File: config.mk
export PLATFORM = sky130hd
export DESIGN_NAME = edge_stamp_unit
export DESIGN_NICKNAME = d
export VERILOG_FILES = /design/src/rtl/esu_pkg.sv /design/src/rtl/esu_tick_gen.sv /design/src/rtl/esu_timebase.sv /design/src/rtl/esu_channel.sv /design/src/rtl/esu_read_port.sv /design/src/rtl/edge_stamp_unit.sv
export SDC_FILE = /design/constraint.sdc
export NUM_CORES = 1
export LEC_CHECK = 0
export ABC_AREA = 1
export BUFFER_PORTS_ARGS = -buffer_cell sky130_fd_sc_hd__buf_2
export CAP_MARGIN = 20
export CORE_UTILIZATION = 45
export DETAILED_ROUTE_END_ITERATION = 7
export SYNTH_ARGS = -nofsm -noshare
export SYNTH_HDL_FRONTEND = slang
export SYNTH_SLANG_ARGS = --single-unit
File: constraint.sdc
create_clock -name clk -period 4.7 [get_ports clk]
set_clock_uncertainty 0.15 [all_clocks]
set_input_delay 0.47 -clock clk [delete_from_list [all_inputs] [get_ports clk]]
set_output_delay 0.47 -clock clk [all_outputs]
set_load 0.01 [all_outputs]
File: src/rtl/esu_pkg.sv
package esu_pkg;

   typedef enum logic [1:0] {
      EDGE_OFF  = 2'b00,
      EDGE_RISE = 2'b01,
      EDGE_FALL = 2'b10,
      EDGE_BOTH = 2'b11
   } edge_mode_e;

   localparam int CFG_BYTE_W = 8;
   localparam int CODE_W     = 2;

   function automatic logic edge_hit(input edge_mode_e mode,
                                     input logic rise,
                                     input logic fall);
      logic hit;
      unique case (mode)
         EDGE_RISE: hit = rise;
         EDGE_FALL: hit = fall;
         EDGE_BOTH: hit = rise | fall;
         default:   hit = 1'b0;
      endcase
      return hit;
   endfunction

endpackage

File: src/rtl/esu_tick_gen.sv
module esu_tick_gen #(
   parameter int unsigned CLK_HZ  = 200_000_000,
   parameter int unsigned TICK_HZ = 1_000_000
) (
   input  logic clk,
   input  logic rst_n,
   output logic tick
);
   localparam int unsigned DIV   = CLK_HZ / TICK_HZ;
   localparam int          CNT_W = (DIV > 1) ? $clog2(DIV) : 1;

   if (DIV <= 1) begin : g_passthru
      assign tick = 1'b1;
   end else begin : g_divider
      logic [CNT_W-1:0] cnt_q;
      assign tick = (cnt_q == CNT_W'(DIV - 1));
      always_ff @(posedge clk or negedge rst_n) begin
         if (!rst_n)    cnt_q <= '0;
         else if (tick) cnt_q <= '0;
         else           cnt_q <= cnt_q + 1'b1;
      end
   end
endmodule

File: src/rtl/esu_timebase.sv
module esu_timebase #(
   parameter int TS_W = 32
) (
   input  logic            clk,
   input  logic            rst_n,
   input  logic            tick,
   output logic [TS_W-1:0] now
);
   always_ff @(posedge clk or negedge rst_n) begin
      if (!rst_n)    now <= '0;
      else if (tick) now <= now + 1'b1;
   end
endmodule

File: src/rtl/esu_channel.sv
module esu_channel
   import esu_pkg::*;
#(
   parameter int TS_W        = 32,
   parameter int SYNC_STAGES = 2
) (
   input  logic              clk,
   input  logic              rst_n,
   input  logic              sig_raw,
   input  logic              cfg_hit,
   input  logic [CODE_W-1:0] cfg_code,
   input  logic              rd_hit,
   input  logic [TS_W-1:0]   now,
   output logic [CODE_W-1:0] code_o,
   output logic [TS_W-1:0]   stamp_q,
   output logic              new_q,
   output logic              ovr_q,
   output logic              evt_q
);
   logic [SYNC_STAGES-1:0] sync_q;
   logic                   prev_q;
   logic                   synced;
   logic                   rise;
   logic                   fall;
   logic                   hit;
   edge_mode_e             mode_q;

   assign synced = sync_q[SYNC_STAGES-1];
   assign rise   = synced & ~prev_q;
   assign fall   = ~synced & prev_q;
   assign hit    = edge_hit(mode_q, rise, fall);
   assign code_o = mode_q;

   always_ff @(posedge clk or negedge rst_n) begin
      if (!rst_n) begin
         sync_q <= '0;
         prev_q <= 1'b0;
      end else begin
         sync_q <= {sync_q[SYNC_STAGES-2:0], sig_raw};
         prev_q <= synced;
      end
   end

   always_ff @(posedge clk or negedge rst_n) begin
      if (!rst_n)       mode_q <= EDGE_OFF;
      else if (cfg_hit) mode_q <= edge_mode_e'(cfg_code);
   end

   always_ff @(posedge clk or negedge rst_n) begin
      if (!rst_n) begin
         stamp_q <= '0;
         new_q   <= 1'b0;
         ovr_q   <= 1'b0;
         evt_q   <= 1'b0;
      end else begin
         evt_q <= hit;
         if (hit) begin
            stamp_q <= now;
            new_q   <= 1'b1;
            ovr_q   <= rd_hit ? 1'b0 : (ovr_q | new_q);
         end else if (rd_hit) begin
            new_q <= 1'b0;
            ovr_q <= 1'b0;
         end
      end
   end
endmodule

File: src/rtl/esu_read_port.sv
module esu_read_port
   import esu_pkg::*;
#(
   parameter int NUM_CH = 16,
   parameter int TS_W   = 32,
   parameter int CH_W   = 4
) (
   input  logic                          clk,
   input  logic                          rst_n,
   input  logic                          rd_en,
   input  logic [CH_W-1:0]               rd_ch,
   input  logic [NUM_CH-1:0][TS_W-1:0]   stamps,
   input  logic [NUM_CH-1:0]             news,
   input  logic [NUM_CH-1:0]             ovrs,
   input  logic [NUM_CH-1:0][CODE_W-1:0] codes,
   output logic                          rd_valid,
   output logic [TS_W-1:0]               rd_stamp,
   output logic                          rd_new,
   output logic                          rd_ovr,
   output logic [CFG_BYTE_W-1:0]         rd_cfg
);
   logic [TS_W-1:0]   stamp_mux;
   logic              new_mux;
   logic              ovr_mux;
   logic [CODE_W-1:0] code_mux;

   always_comb begin
      stamp_mux = '0;
      new_mux   = 1'b0;
      ovr_mux   = 1'b0;
      code_mux  = '0;
      for (int i = 0; i < NUM_CH; i++) begin
         if (rd_ch == CH_W'(i)) begin
            stamp_mux = stamps[i];
            new_mux   = news[i];
            ovr_mux   = ovrs[i];
            code_mux  = codes[i];
         end
      end
   end

   always_ff @(posedge clk or negedge rst_n) begin
      if (!rst_n) begin
         rd_valid <= 1'b0;
         rd_stamp <= '0;
         rd_new   <= 1'b0;
         rd_ovr   <= 1'b0;
         rd_cfg   <= '0;
      end else begin
         rd_valid <= rd_en;
         if (rd_en) begin
            rd_stamp <= stamp_mux;
            rd_new   <= new_mux;
            rd_ovr   <= ovr_mux;
            rd_cfg   <= {{(CFG_BYTE_W-CODE_W){1'b0}}, code_mux};
         end
      end
   end
endmodule

File: src/rtl/edge_stamp_unit.sv
module edge_stamp_unit
   import esu_pkg::*;
#(
   parameter int          NUM_CH      = 16,
   parameter int unsigned CLK_HZ      = 200_000_000,
   parameter int unsigned TICK_HZ     = 1_000_000,
   parameter int          TS_W        = 32,
   parameter int          SYNC_STAGES = 2,
   localparam int         CH_W        = $clog2(NUM_CH)
) (
   input  logic                  clk,
   input  logic                  rst_n,
   input  logic [NUM_CH-1:0]     sig_in,
   input  logic                  cfg_we,
   input  logic [CH_W-1:0]       cfg_ch,
   input  logic [CFG_BYTE_W-1:0] cfg_data,
   input  logic                  rd_en,
   input  logic [CH_W-1:0]       rd_ch,
   output logic                  rd_valid,
   output logic [TS_W-1:0]       rd_stamp,
   output logic                  rd_new,
   output logic                  rd_ovr,
   output logic [CFG_BYTE_W-1:0] rd_cfg,
   output logic [NUM_CH-1:0]     evt_pulse,
   output logic [TS_W-1:0]       time_now
);
   if (NUM_CH < 2) begin : g_bad_ch
      $error("edge_stamp_unit: NUM_CH must be 2 or more");
   end
   if (SYNC_STAGES < 2) begin : g_bad_sync
      $error("edge_stamp_unit: SYNC_STAGES must be 2 or more");
   end
   if (CLK_HZ < TICK_HZ || TICK_HZ == 0) begin : g_bad_rate
      $error("edge_stamp_unit: CLK_HZ must be at least TICK_HZ");
   end
   if (TS_W < 2) begin : g_bad_ts
      $error("edge_stamp_unit: TS_W must be 2 or more");
   end

   logic                          us_tick;
   logic [NUM_CH-1:0][TS_W-1:0]   stamp_vec;
   logic [NUM_CH-1:0]             new_vec;
   logic [NUM_CH-1:0]             ovr_vec;
   logic [NUM_CH-1:0][CODE_W-1:0] code_vec;

   esu_tick_gen #(.CLK_HZ(CLK_HZ), .TICK_HZ(TICK_HZ)) u_tick (
      .clk   (clk),
      .rst_n (rst_n),
      .tick  (us_tick)
   );

   esu_timebase #(.TS_W(TS_W)) u_time (
      .clk   (clk),
      .rst_n (rst_n),
      .tick  (us_tick),
      .now   (time_now)
   );

   for (genvar c = 0; c < NUM_CH; c++) begin : g_ch
      logic cfg_sel;
      logic rd_sel;
      assign cfg_sel = cfg_we && (cfg_ch == CH_W'(c));
      assign rd_sel  = rd_en  && (rd_ch  == CH_W'(c));

      esu_channel #(.TS_W(TS_W), .SYNC_STAGES(SYNC_STAGES)) u_chan (
         .clk      (clk),
         .rst_n    (rst_n),
         .sig_raw  (sig_in[c]),
         .cfg_hit  (cfg_sel),
         .cfg_code (cfg_data[CODE_W-1:0]),
         .rd_hit   (rd_sel),
         .now      (time_now),
         .code_o   (code_vec[c]),
         .stamp_q  (stamp_vec[c]),
         .new_q    (new_vec[c]),
         .ovr_q    (ovr_vec[c]),
         .evt_q    (evt_pulse[c])
      );
   end

   esu_read_port #(.NUM_CH(NUM_CH), .TS_W(TS_W), .CH_W(CH_W)) u_rd (
      .clk      (clk),
      .rst_n    (rst_n),
      .rd_en    (rd_en),
      .rd_ch    (rd_ch),
      .stamps   (stamp_vec),
      .news     (new_vec),
      .ovrs     (ovr_vec),
      .codes    (code_vec),
      .rd_valid (rd_valid),
      .rd_stamp (rd_stamp),
      .rd_new   (rd_new),
      .rd_ovr   (rd_ovr),
      .rd_cfg   (rd_cfg)
   );
endmodule

## After elaboration in Yosys (flattened, before gate mapping)

Cells that the tools add are included.

| storage, ports and cells | value |
|---|---|
| bits of input ports | 36 |
| word-level logic and storage cells | 491 |
| output and inout port bits | 91 |
| flip-flop bits (word level) | 717 |

| operators by class | value |
|---|---|
| reductions and logical operators | 50 |
| equality and inequality tests | 79 |
| $add $sub $neg | 2 |
| bitwise logic cells | 96 |
| multiplexer cells | 145 |

Operator list:

| cell | count |
|---|---|
| $mux W32 | 16 |
| $mux W1 | 96 |
| $eq A2 B2 Y1 const B | 32 |
| $eq A4 B4 Y1 const B | 16 |
| $pmux W1 S3 | 16 |
| $add A32 B1 Y32 const B | 1 |
| $and A1 B1 Y1 | 32 |
| $eq A2 B1 Y1 const B | 16 |
| $eq A4 B3 Y1 const B | 8 |
| $logic_and A1 B1 Y1 | 32 |
| $mux W2 | 16 |
| $not A1 Y1 | 32 |
| $or A1 B1 Y1 | 32 |
| $reduce_bool A2 Y1 | 16 |
| $eq A4 B2 Y1 const B | 4 |
| $add A8 B1 Y8 const B | 1 |
| $eq A4 B1 Y1 const B | 2 |
| $eq A8 B8 Y1 const B | 1 |
| $logic_not A4 Y1 | 2 |
| $mux W8 | 1 |

## Depth between registers and ports, before layout

| logic depth | value |
|---|---|
| word-level depth | 17 |
| mapped depth | 15 |
| depth with buffers taken out | 15 |

## Cells and area by module

From an unflattened synthesis, not the netlist that was laid out.

| unflattened totals | value |
|---|---|
| cells, all modules | 4466 |
| area total of the unflattened synthesis | 35591.6 um^2 |

Modules (own cells, without submodules):

| module | area an instance (um^2) | instances | cells an instance | sequential area each (um^2) |
|---|---|---|---|---|
| esu_channel | 1675.4 | 16 | 177 | 1001.0 |
| esu_read_port | 6341.1 | 1 | 1289 | 925.9 |
| esu_timebase | 1808.0 | 1 | 233 | 800.8 |
| esu_tick_gen | 381.6 | 1 | 48 | 200.2 |
| edge_stamp_unit | 255.2 | 1 | 64 | 0.0 |

## Worst setup path after synthesis

OpenSTA, ideal clock, no wires.

| timing path | value |
|---|---|
| path kind | register to register |
| from | register u_tick.g_divider.cnt_q[0] |
| to | register u_time.now[29] |
| data required time | 4.424 ns |
| period minus slack after synthesis | 1.988 ns |
| setup time | 0.126 ns |
| buffers on the path | 1 |
| stages on the path, launching flop included | 13 |
| arrival time | 1.712 ns |
| slack | 2.712 ns |
| cell sequence | dfrtp_1 > ha_1 > nand2_1 > inv_2 > nand3_2 > buf_6 > nor3_4 > inv_2 > nor3_4 > nand3_2 > nor2_2 > nand2_1 > xor2_1 |

| on the way | value |
|---|---|
| word-level cells in the longest chain between the ends | 1 |

RTL lines:

| item | line | text |
|---|---|---|
| start, declared | esu_tick_gen.sv:15 | `logic [CNT_W-1:0] cnt_q;` |
| start signal, assigned | esu_tick_gen.sv:20 | `else cnt_q <= cnt_q + 1'b1;` |
| $eq A8 B8 Y1 | esu_tick_gen.sv:16 | `assign tick = (cnt_q == CNT_W'(DIV - 1));` |
| end signal, assigned | esu_timebase.sv:11 | `else if (tick) now <= now + 1'b1;` |
| end, declared | esu_timebase.sv:7 | `output logic [TS_W-1:0] now` |

No other way between the ends.
A chain may end at the register's enable or synchronous reset.

## Final worst setup path

| timing path | value |
|---|---|
| from | input rd_ch[2] |
| to | register u_rd.rd_cfg[0] |

| on the way | value |
|---|---|
| word-level cells in the longest chain between the ends | 17 |
| elaborated cells on any way between the ends | 32 |
| those cells by class | eq/ne: 15; mux: 16; reduce/logical: 1 |

RTL lines:

| item | line | text |
|---|---|---|
| start, declared | edge_stamp_unit.sv:18 | `input logic [CH_W-1:0] rd_ch,` |
| $logic_not A4 Y1 | esu_read_port.sv:33 | `if (rd_ch == CH_W'(i)) begin` |
| $mux W2 (15 in a row) | esu_read_port.sv:33 |  |
| $mux W2 (*) | esu_read_port.sv:33 |  |
| end signal, assigned | esu_read_port.sv:55 | `rd_cfg <= {{(CFG_BYTE_W-CODE_W){1'b0}}, code_mux};` |
| end, declared | esu_read_port.sv:20 | `output logic [CFG_BYTE_W-1:0] rd_cfg` |

Mark *: on every way between the ends. The rest lies on a longest branch, timed or not.

==> results.md <==
* Most Used Layer, Global Route: met2
* Slew Limit Fails at 0
* Worst hold slack at 0.0884 ns
* Final Hold Viols at 0
* CTS Sinks at 717
* Yosys cell types at 36
* Routed wire length at 77200 um
* Tot GR Track Use at 22.6%
* Die area at 0.0710 mm2
* Die Width at 266 um
* Slew Limit Headroom at 29.5%
* Startpoint class of the critical path: primary input
* Clk buf depth at 3
* I/O Buffers at 114
* Largest net degree at the start of global routing at 105
* Asr flop ratio synth at 100%
* CTS Buf Count at 78
* Leak pwr at 17.1 nW
* M2 GR Usage at 38.0%
* Antenna violations before repair at 0
* Io pins at 127
* Via count at 23900
* Crit path kind: primary input to register
* Root buf cell: clkbuf_16
* DR DRC count at 0
* TNS Setup at 0 ns
* Critical Path RT at 5.11 ns
* Via-per-instance ratio at 4.95
* Worst Max-Slew Pin Slew at 1.06 ns
* Fin worst setup slack at 2.09 ns
* Period Utilization, post-route at 55.5%
* Seq/Total Area, Yosys at 57.0%
* Post-route minimum period at 2.61 ns
* Pre-CTS setup slack at 1.08 ns
* GPL Wtd Cong at 0.811
* WL per Instance at 16.0 um
* First-pass GRT wire length at 127000 um
* Post-Syn Instances at 3802
* # setup viols final at 0
* Routed Antenna Nets at 0
* Outcome: finished, final reports clean
* Core box area at 0.0689 mm2
* H-tree depth at 3
* Site Rows at 96
* Post-synth EDFFs at 0
* Avg Inst Size Synth at 8.28 um2
* Worst min-delay path category: primary input to register
* Syn-to-layout area delta at 12.8%
* Initial Utilization at 45.7%
* Gr ovfl total at 0
* Clk slew on worst S/H paths at 0.06 ns
* Met3 usage at 2.98%
* Total number of yosys warnings at 0
* Peak VDD IR at 297 uV
* Final nets at 3912
* P per Cell Area at 397 mW/mm2
* DP Wirelength at 51700 um
* Synth Register Bits at 717
* DP Area at 0.0327 mm2
* Data arrival, critical path at 3.02 ns
* Final core utilization at 51.5%
* Layout cells sized above 1 at 8.61%
* Non-filler cells in the finished layout at 4833
* Worst skew pair latency at 0.62 ns
* Fmax at 383 MHz
* Number of global-route vias before repair at 23400
* Iter 0 DRT Violations at 1781
* Max-cap violation count at 0
* CP Max Fanout at 29
* Overall Power at 14.1 mW
* Final Cell Area at 0.0355 mm2
* CTS tree: done
* Met1 Usage GRT at 30.6%
* Synthesized area at 0.0315 mm2
* Commonest non-fill, non-tap cell in the layout: nand2_1
* Drt first pass iters at 5
* Die H at 266 um
* Dpl cells at 4672
* RSZ-0062 raised after global routing: false
* CP endpoint kind: register
* Top FF cell, synth: dfrtp_1
* Most frequent cells in the layout: nand2_1 (1346), dfrtp_1 (717), o21ai_0 (561)
Yosys cell counts, types with 2 or more instances:
cell / n / area share, %
inv_2: 13 / 0.16
nor3_2: 4 / 0.13
clkinv_1: 11 / 0.13
dfrtp_1: 717 / 57
or2_0: 11 / 0.22
o21ai_1: 10 / 0.16
nand2_2: 6 / 0.12
buf_1: 11 / 0.13
nor2_1: 237 / 2.8
nor3b_1: 2 / 0.048
nand3b_1: 7 / 0.17
nand4_1: 89 / 1.8
or2_2: 2 / 0.040
inv_1: 318 / 3.8
ha_1: 34 / 1.4
buf_2: 27 / 0.43
clkbuf_1: 165 / 2.0
nand2_1: 1348 / 16
o21ai_0: 561 / 8.9
nor3_1: 17 / 0.27
o31ai_1: 2 / 0.048
a21oi_1: 62 / 0.99
nand3_1: 65 / 1.0
nor2_4: 8 / 0.29
nor2_2: 10 / 0.20
nand3_2: 3 / 0.095
buf_4: 22 / 0.52
nor4_1: 2 / 0.040
xor2_1: 30 / 0.83
nor3_4: 2 / 0.10
cell type report:
type	count	area (um2)
clock buffers	120	2410
repair buffers	182	1220
inverters	342	1280
multi-input cells	2521	11300
clock inverters	19	199
diodes	1	2.50
fillers	6740	33400
well taps	931	1160
flip-flops and latches	717	17900
path summary, 6_finish.rpt:
kind,slack (ns),cells after the start,from,endpoint
worst max-delay path,2.09,11,rd_ch[2],u_rd.rd_cfg[0]
worst min-delay path,0.09,4,cfg_ch[0],g_ch[6].u_chan.code_o[1]
worst max register to register,2.14,6,u_time.now[6],u_time.now[29]
worst min register to register,0.19,0,g_ch[12].u_chan.sync_q[0],g_ch[12].u_chan.sync_q[1]
max in group asynchronous,2.88,3,rst_n,g_ch[14].u_chan.stamp_q[29]
min in group asynchronous,0.28,2,rst_n,g_ch[5].u_chan.sync_q[0]
logic make-up after synthesis:
group / after synthesis / synth area share (%)
flip-flops: 717 / 57.0
other: 1 / 0.0119
AO/OA/AOI/OAI: 636 / 10.1
adder cells (fa/ha/maj): 34 / 1.35
XOR/XNOR: 31 / 0.863
AND/OR/NAND/NOR: 1814 / 23.5
buffers and inverters: 569 / 7.18
registers in the layout, summed over array words and instances, names as in the netlist:
signal	flops
u_time.now	32
g_ch.u_chan.new_q	16
g_ch.u_chan.sync_q	32
g_ch.u_chan.ovr_q	16
u_rd.rd_stamp	32
u_rd.rd_ovr	1
u_rd.rd_valid	1
g_ch.u_chan.code_o	32
u_rd.rd_cfg	2
g_ch.u_chan.evt_q	16
u_rd.rd_new	1
g_ch.u_chan.prev_q	16
g_ch.u_chan.stamp_q	512
u_tick.g_divider.cnt_q	8
power by group:
part	switching [mW]	internal (mW)
sequential	0.103	6.35
combinational	1.14	0.305
clock	2.52	3.69
repair_timing:
item                      4_1_cts  5_1_grt
hold buffers                   20        0
setup buffers                   0        0
hold endpoints to repair       96        0
resized for setup               0        0
routing by layer:
layer  share of wire (%)  wire length (um)
met3                 2.9              2270
met4                 2.3              1760
met5                   0                 0
met1                  46             35500
met2                  49             37600
critical path: stages:
cell and delay (ns):
buf_2 0.14, nand2_1 0.18, nor2_2 0.15, buf_4 0.29
clkinv_1 0.80, buf_4 0.56, o21ai_0 0.13, inv_1 0.06
nand3_1 0.10, nand2_1 0.07, nand2_1 0.05
Note: power is estimated with default switching activity, not from simulation.
